==> src/rtl/flagPkg.sv <==
package flagPkg;
  localparam int WORD_W   = 32;
  localparam int HALF_W   = 16;
  localparam int BYTE_W   = 8;
  localparam int NIBBLE_W = 4;
  localparam int SIZE_N   = 3;

  typedef enum logic [2:0] {
    OP_ADD = 3'd0, OP_ADC = 3'd1, OP_SUB = 3'd2, OP_SBB = 3'd3,
    OP_AND = 3'd4, OP_OR  = 3'd5, OP_XOR = 3'd6, OP_ALT = 3'd7
  } opCode_e;

  typedef enum logic [1:0] {LK_AND = 2'd0, LK_OR = 2'd1, LK_XOR = 2'd2} logicKind_e;

  typedef struct packed {
    logic              subtract;
    logic              takeCarry;
    logic              logical;
    logicKind_e        logicKind;
    logic [SIZE_N-1:0] sizeHot;  // bit0 byte, bit1 half, bit2 word
  } ctrlStrobes_t;

  typedef struct packed {
    logic carry;
    logic parity;
    logic aux;
    logic zero;
    logic sign;
    logic overflow;
  } flagSet_t;
endpackage

==> src/rtl/flagCtrl.sv <==
module flagCtrl
  import flagPkg::*;
(
  input  logic [2:0]   opSel,
  input  logic [1:0]   opSize,
  output ctrlStrobes_t strobes
);
  opCode_e opCode;

  always_comb begin
    opCode            = opCode_e'(opSel);
    strobes.subtract  = 1'b0;
    strobes.takeCarry = 1'b0;
    strobes.logical   = 1'b0;
    strobes.logicKind = LK_AND;
    unique case (opCode)
      OP_ADD: ;
      OP_ADC: strobes.takeCarry = 1'b1;
      OP_SUB: strobes.subtract  = 1'b1;
      OP_SBB: begin
        strobes.subtract  = 1'b1;
        strobes.takeCarry = 1'b1;
      end
      OP_OR:  begin strobes.logical = 1'b1; strobes.logicKind = LK_OR;  end
      OP_XOR: begin strobes.logical = 1'b1; strobes.logicKind = LK_XOR; end
      default: strobes.logical = 1'b1;  // AND and its alias
    endcase
  end

  always_comb begin
    unique case (opSize)
      2'd0:    strobes.sizeHot = 3'b001;
      2'd1:    strobes.sizeHot = 3'b010;
      default: strobes.sizeHot = 3'b100;
    endcase
  end

  always_comb begin
    assert_size_onehot_R10: assert ($onehot(strobes.sizeHot))
      else $error("size decode not one-hot");
    // code 7 must decode as plain AND
    assert_alias_and_R11: assert (!(opSel == 3'd7) ||
                                  (strobes.logical && strobes.logicKind == LK_AND && !strobes.subtract))
      else $error("code 7 not decoded as AND");
  end
endmodule

==> src/rtl/flagDatapath.sv <==
module flagDatapath
  import flagPkg::*;
(
  input  logic [WORD_W-1:0] aIn,
  input  logic [WORD_W-1:0] bIn,
  input  logic              carryIn,
  input  ctrlStrobes_t      strobes,
  output logic [WORD_W-1:0] resOut,
  output flagSet_t          flags
);
  logic [WORD_W-1:0] bEff;
  logic              cinEff;
  logic [WORD_W:0]   sumWide;
  logic [WORD_W-1:0] logicRes;
  logic [WORD_W-1:0] rawRes;
  logic [WORD_W-1:0] sizeMask;
  logic              topCarryOut;
  logic              signCarryIn;
  logic              nibbleCarry;

  function automatic logic carryInto(input int pos, input logic [WORD_W-1:0] a,
                                     input logic [WORD_W-1:0] b, input logic [WORD_W:0] s);
    return a[pos] ^ b[pos] ^ s[pos];
  endfunction

  always_comb begin
    bEff    = strobes.subtract ? ~bIn : bIn;
    cinEff  = strobes.subtract ^ (strobes.takeCarry & carryIn);
    sumWide = {1'b0, aIn} + {1'b0, bEff} + {{WORD_W{1'b0}}, cinEff};
    nibbleCarry = carryInto(NIBBLE_W, aIn, bEff, sumWide);
  end

  always_comb begin
    unique case (strobes.logicKind)
      LK_OR:   logicRes = aIn | bIn;
      LK_XOR:  logicRes = aIn ^ bIn;
      default: logicRes = aIn & bIn;
    endcase
    rawRes = strobes.logical ? logicRes : sumWide[WORD_W-1:0];
  end

  always_comb begin
    sizeMask    = {WORD_W{1'b1}};
    topCarryOut = sumWide[WORD_W];
    signCarryIn = carryInto(WORD_W-1, aIn, bEff, sumWide);
    if (strobes.sizeHot[0]) begin
      sizeMask    = {{(WORD_W-BYTE_W){1'b0}}, {BYTE_W{1'b1}}};
      topCarryOut = carryInto(BYTE_W, aIn, bEff, sumWide);
      signCarryIn = carryInto(BYTE_W-1, aIn, bEff, sumWide);
    end else if (strobes.sizeHot[1]) begin
      sizeMask    = {{(WORD_W-HALF_W){1'b0}}, {HALF_W{1'b1}}};
      topCarryOut = carryInto(HALF_W, aIn, bEff, sumWide);
      signCarryIn = carryInto(HALF_W-1, aIn, bEff, sumWide);
    end
  end

  always_comb begin
    resOut         = rawRes & sizeMask;
    flags.carry    = !strobes.logical && (topCarryOut ^ strobes.subtract);
    flags.overflow = !strobes.logical && (topCarryOut ^ signCarryIn);
    flags.aux      = !strobes.logical && (nibbleCarry ^ strobes.subtract);
    flags.parity   = ~^resOut[BYTE_W-1:0];
    flags.zero     = (resOut == '0);
    flags.sign     = strobes.sizeHot[0] ? resOut[BYTE_W-1] :
                     strobes.sizeHot[1] ? resOut[HALF_W-1] : resOut[WORD_W-1];
  end
endmodule

==> src/rtl/arithFlagUnit.sv <==
module arithFlagUnit
  import flagPkg::*;
(
  input  logic [31:0] opA,
  input  logic [31:0] opB,
  input  logic [2:0]  opSel,
  input  logic [1:0]  opSize,
  input  logic        carryIn,
  output logic [31:0] result,
  output logic        flagCarry,
  output logic        flagParity,
  output logic        flagAux,
  output logic        flagZero,
  output logic        flagSign,
  output logic        flagOverflow
);
  ctrlStrobes_t strobes;
  flagSet_t     flags;

  flagCtrl ctrl_i (.opSel(opSel), .opSize(opSize), .strobes(strobes));

  flagDatapath dp_i (
    .aIn(opA), .bIn(opB), .carryIn(carryIn), .strobes(strobes),
    .resOut(result), .flags(flags)
  );

  assign flagCarry    = flags.carry;
  assign flagParity   = flags.parity;
  assign flagAux      = flags.aux;
  assign flagZero     = flags.zero;
  assign flagSign     = flags.sign;
  assign flagOverflow = flags.overflow;

  always_comb begin
    assert_mask_upper_R1: assert (opSize[1] || (opSize[0] ? result[31:16] == '0 : result[31:8] == '0))
      else $error("bits above width not cleared");
    assert_logic_clear_R8: assert (!opSel[2] || (!flagCarry && !flagOverflow && !flagAux))
      else $error("logical op left arithmetic flag set");
    assert_parity_low_R5: assert (flagParity == ($countones(result[7:0]) % 2 == 0))
      else $error("parity mismatch on low byte");
    assert_zero_match_R6: assert (flagZero == (result == 32'd0))
      else $error("zero flag mismatch");
    assert_sign_top_R7: assert (flagSign == (opSize == 2'd0 ? result[7] :
                                             opSize == 2'd1 ? result[15] : result[31]))
      else $error("sign flag mismatch");
  end
endmodule

==> config.mk <==
export PLATFORM = sky130hd
export DESIGN_NAME = arithFlagUnit
export DESIGN_NICKNAME = d
export VERILOG_FILES = /design/src/rtl/flagPkg.sv /design/src/rtl/flagCtrl.sv /design/src/rtl/flagDatapath.sv /design/src/rtl/arithFlagUnit.sv
export SDC_FILE = /design/constraint.sdc
export NUM_CORES = 1
export LEC_CHECK = 0
export BUFFER_PORTS_ARGS = -buffer_cell sky130_fd_sc_hd__buf_4
export CORE_UTILIZATION = 50
export DETAILED_ROUTE_END_ITERATION = 8
export GPL_ROUTABILITY_DRIVEN = 0
export GPL_TIMING_DRIVEN = 1
export PLACE_DENSITY_LB_ADDON = 0.2
export SLEW_MARGIN = 20
export SYNTH_ARGS = -nofsm -noshare
export SYNTH_HDL_FRONTEND = slang
export SYNTH_SLANG_ARGS = --single-unit
==> constraint.sdc <==
create_clock -name vclk -period 22.1
set_input_delay 4.42 -clock vclk [all_inputs]
set_output_delay 4.42 -clock vclk [all_outputs]
set_load 0.02 [all_outputs]
Word-level counts from Yosys, hierarchy flattened --
Index checks and enable logic that the tools add are counted.
Operators by class: mux-type cells 15, add/sub/neg operators 2, div/mod/pow operators 0, bitwise gates (word level) 22, multipliers 0, reduce and logical (&&, ||, !) cells 10, equal/unequal tests 8, shift-type cells 0, order comparisons 0
Operator list (count):
- $mux W32 | 4
- $and A32 B32 Y32 | 2
- $pmux W32 S2 | 1
- $add A32 B32 Y33 | 1
- $add A33 B1 Y33 | 1
- $logic_not A32 Y1 | 1
- $not A32 Y32 | 1
- $or A32 B32 Y32 | 1
- $xor A32 B32 Y32 | 1
- $xor A1 B1 Y1 | 16
- $mux W1 | 8
- $pmux W2 S2 | 2
- $reduce_xnor A8 Y1 | 1
- $eq A3 B2 Y1 const B | 2
- $eq A3 B3 Y1 const B | 2
- $eq A2 B1 Y1 const B | 2
- $reduce_or A2 Y1 | 2
- $reduce_or A4 Y1 | 1
- $eq A3 B1 Y1 const B | 1
- $logic_and A1 B1 Y1 | 3
- $logic_not A3 Y1 | 1
- $eq A2 B2 Y1 const B | 1
- $logic_not A2 Y1 | 1
- $and A1 B1 Y1 | 1
Word-level totals: RAM bits 0, memories kept 0, register bits 0, latch bits 0, ROM bits 0, output and inout port bits 38

Longest topological paths before layout --
depth after elaboration 11, gate-level depth with buffers 23, mapped depth without buffers 18

Hierarchy --
Synthesis repeated with hierarchy kept, for this count alone.
Unflattened totals: cell total of the unflattened synthesis 693, area, all modules 4690.7 sq um
Modules (own cells, without submodules):
- flagDatapath | instances 1, seq. area each 0.0 sq um, cells each 685, area each 4643.2 sq um
- flagCtrl | instances 1, seq. area each 0.0 sq um, cells each 8, area each 47.5 sq um

Least setup slack after synthesis --
No wires, ideal clock.
path kind input to output, from in opSel[2], to out flagZero, arrival time 9622 ps, setup slack 8058 ps, stages on the path 21, data required time 17680 ps, cell sequence clkbuf_1 -> clkbuf_1 -> clkbuf_1 -> buf_1 -> buf_1 -> nand3b_1 -> ha_1 -> clkbuf_1 -> clkbuf_1 -> buf_1 -> clkbuf_1 -> o21ai_0 -> mux2_2 -> inv_1 -> ha_1 -> nand4_1 -> a211oi_1 -> o2111ai_1 -> a2111oi_1 -> o2111ai_1 -> a2111oi_2
Between the ends: cells in the longest elaborated chain, start to end 9, elaborated cells between the ends (all ways) 23
RTL lines:
- start, declared | RTL line arithFlagUnit.sv:6 | input logic [2:0] opSel,
- $eq A3 B2 Y1 / $eq A3 B1 Y1 (equally long branches) | RTL line flagCtrl.sv:16 | unique case (opCode)
- $reduce_or A2 Y1 (no line)
- $mux W1 | RTL line flagCtrl.sv:16
- $mux W32 / $and A1 B1 Y1 (equally long branches) | RTL line flagDatapath.sv:27, flagDatapath.sv:28
- $add A32 B32 Y33 / $xor A1 B1 Y1 (equally long branches) | RTL line flagDatapath.sv:29, flagDatapath.sv:28
- $add A33 B1 Y33 | RTL line flagDatapath.sv:29 | sumWide = {1'b0, aIn} + {1'b0, bEff} + {{WORD_W{1'b0}}, cinEff};
- $mux W32 (*) | RTL line flagDatapath.sv:39 | rawRes = strobes.logical ? logicRes : sumWide[WORD_W-1:0];
- $and A32 B32 Y32 (*) | RTL line flagDatapath.sv:58 | resOut = rawRes & sizeMask;
- net result[1] | RTL line arithFlagUnit.sv:9 | output logic [31:0] result,
- $logic_not A32 Y1 (*) | RTL line flagDatapath.sv:63 | flags.zero = (resOut == '0);
- end, declared | RTL line arithFlagUnit.sv:13 | output logic flagZero,
Mark *: on every way through the listed nets, which the timed path passes. The rest lies on a longest branch.

Final worst setup path --
from in opSel[2], to out flagZero
Between the ends: cells in the longest elaborated chain, start to end 9, elaborated cells between the ends (all ways) 23
RTL lines (RTL line):
- $eq A3 B2 Y1 / $eq A3 B1 Y1 (equally long branches) | flagCtrl.sv:16
- $reduce_or A2 Y1 (no line)
- $mux W1 | flagCtrl.sv:16
- $mux W32 / $and A1 B1 Y1 (equally long branches) | flagDatapath.sv:27, flagDatapath.sv:28
- $add A32 B32 Y33 / $xor A1 B1 Y1 (equally long branches) | flagDatapath.sv:29, flagDatapath.sv:28
- $add A33 B1 Y33 | flagDatapath.sv:29
- $mux W32 (*) | flagDatapath.sv:39
- $and A32 B32 Y32 (*) | flagDatapath.sv:58
- $logic_not A32 Y1 (*) | flagDatapath.sv:63
Mark *: on every way between the ends. The rest lies on a longest branch, timed or not.

==> flow_summary.json <==
{
  "cp_top_family": "compound AO/OA/AOI/OAI gates",
  "antenna_found_initial": 0,
  "die_y_um": 99.1,
  "first_global_vias": 5013,
  "power.leakage_uw": 0.00281,
  "setup.worst_path.end_class": "output port",
  "cp_max_fo": 49,
  "crit_end": "flagZero",
  "synth.distinct_cells": 66,
  "grt_pass1_wl_mm": 24.1,
  "totalWireLength_mm": 14.6,
  "fin_crit_sh": 0.639,
  "wl_per_cell_um": 16.8,
  "vias": 5267,
  "final_util": 0.605,
  "min_period_ps": 14120,
  "slew_headroom": 0.492,
  "slowest_delay_ps": 550,
  "die_area_sq_um": 9820,
  "detail-route-antenna-nets": 0,
  "drc": 0,
  "viasPerCell": 6.07,
  "power_uw": 213,
  "drive_gt1_frac": 0.177,
  "slew_violations": 0,
  "grt_use_total": 0.292,
  "layout_common_cells": "inv_1 (114), buf_4 (112), ha_1 (101)",
  "seq_area_frac_synth": 0,
  "syn_to_final_growth_pct": 17.9,
  "final_common_cell": "inv_1",
  "crit_path_start_kind": "primary input",
  "die-width_um": 99.1,
  "clkbuf_count": 0,
  "io_pins": 108,
  "netlist_area_sq_um": 4710,
  "path_buf_inv": 5,
  "syn_inst": 679,
  "drt-initial-drc-count": 386,
  "synth_fp_nets": 852,
  "regArea_sq_um": 0,
  "setup_violations": 0,
  "cts_resized": 0,
  "dr.pass1.iters": 5,
  "cp-startpoint": "opSel[2]",
  "diodes": 0,
  "crit_arrival_ps": 9700,
  "rsz0062_at_grt": "no",
  "fp-row-count": 35,
  "yosysWarnings": 0,
  "portBuffers": 108,
  "coreArea_sq_um": 9200,
  "fmax_ghz": 0.0708,
  "dp.final_hpwl_mm": 11.5,
  "grt.overflow.total": 0,
  "status": "complete, no violations",
  "start_util": 0.513,
  "cpMostUsedCell": "buf_4",
  "num-nets-final": 931,
  "final_hold_viol_count": 0,
  "path_class": "primary input to output port",
  "peakVddDrop_mv": 0.0317,
  "seq_cells": 0,
  "p_per_area_nw_per_um2": 38.2,
  "critPathRequiredTime_ps": 17680,
  "worstHoldPathType": "primary input to output port",
  "path_cells": "buf_4 > inv_1 > nand2_2 > buf_4 > xnor2_1 > ha_1 > a21o_1 > a31o_2 > o21ai_1 > nand2_1 > xnor2_1 > o21ai_0 > inv_1 > ha_1 > nand4_1 > a211oi_1 > o2111ai_1 > a2111oi_1 > o2111ai_1 > a2111oi_2 > buf_4",
  "crit_cells": 21,
  "cp_slowest_cell": "a2111oi_1",
  "max_cap_viol_count": 0,
  "syn_area_per_cell_sq_um": 6.94,
  "tightestPinTransition_ps": 759,
  "cts_setup_buffers": 0,
  "hold_buffers": 0,
  "setup_tns_ps": 0,
  "grt_start_max_net_pins": 50
}
[stage by stage]
step | setup WS (ps) | hold slack (ps) | std cells | instance area (sq um)
floorplan | 8060 | 9160 | 679 | 4710
global placement | 8190 | 9300 | 867 | 5560
detailed placement | 8050 | 9300 | 867 | 5560
CTS | 8030 | 9300 | 867 | 5560
global route | 7630 | 9320 | 867 | 5560
finish | 7980 | 9300 | 867 | 5560
[worst min path at each step]
stage                         start         end  slack (ps)  cells after the start
after detailed placement  opSize[1]    flagZero        9300                      3
final                      opSel[1]   flagCarry        9300                      4
after global routing      opSize[1]    flagZero        9320                      3
after CTS                 opSize[1]    flagZero        9300                      3
after global placement    opSize[1]    flagZero        9300                      3
after floorplan            opSel[2]  result[10]        9160                      2
[per-layer routing]
layer,vias to the layer above,track usage,wire (um)
met5,-,0,0
met4,0,0.0871,408
met3,38,0.0190,931
met2,231,0.512,6840
met1,2465,0.385,6400
li1,2533,-,-
[cell usage after synthesis (all sizes together), types with 4 or more instances]
cell type | instances | share of area
o21ai | 41 | 0.044
xnor2 | 53 | 0.098
a211oi | 8 | 0.013
o31ai | 4 | 0.0085
mux2i | 6 | 0.013
xor2 | 8 | 0.015
a21oi | 35 | 0.037
a21o | 14 | 0.022
nand4 | 7 | 0.0093
a22oi | 15 | 0.024
a221o | 13 | 0.028
and3 | 6 | 0.0090
o21a | 11 | 0.018
clkbuf | 22 | 0.018
and2 | 6 | 0.0082
nand2 | 45 | 0.036
or3 | 7 | 0.0093
buf | 13 | 0.011
ha | 101 | 0.27
o21bai | 4 | 0.0088
a221oi | 8 | 0.020
inv | 114 | 0.091
or2 | 4 | 0.0053
nand3 | 14 | 0.016
a31oi | 8 | 0.014
o211ai | 16 | 0.025
a2111oi | 4 | 0.0090
nor3 | 12 | 0.013
nor2 | 43 | 0.035
[cell families (layout without fill, tap and decap cells)]
kind of cell	count (synthesis)	count (layout)	synth area share
simple gates	155	155	0.157
compound gates	202	202	0.313
fa+ha+maj	103	103	0.277
mux	9	9	0.0199
buf+inv	149	226	0.120
xor+xnor	61	61	0.113
[area by class of cell]
type | instances | area [sq um]
fill | 888 | 3640
tap | 111 | 139
inverter | 114 | 428
multi-input combinational | 530 | 4150
timing repair buffer | 112 | 841
[tightest hold or removal path: stages]
cell and delay, ps:
buf_4 140, xnor2_1 120, nor2_1 40, buf_4 150
[power breakdown]
group | switching [uW] | leakage [uW] | total [uW] | internal [uW]
sequential | 0 | 0 | 0 | 0
clock | 0 | 0 | 0 | 0
combinational | 124 | 0.00281 | 213 | 89.1
total | 124 | 0.00281 | 213 | 89.1
Power figures use the tool's default switching activity.
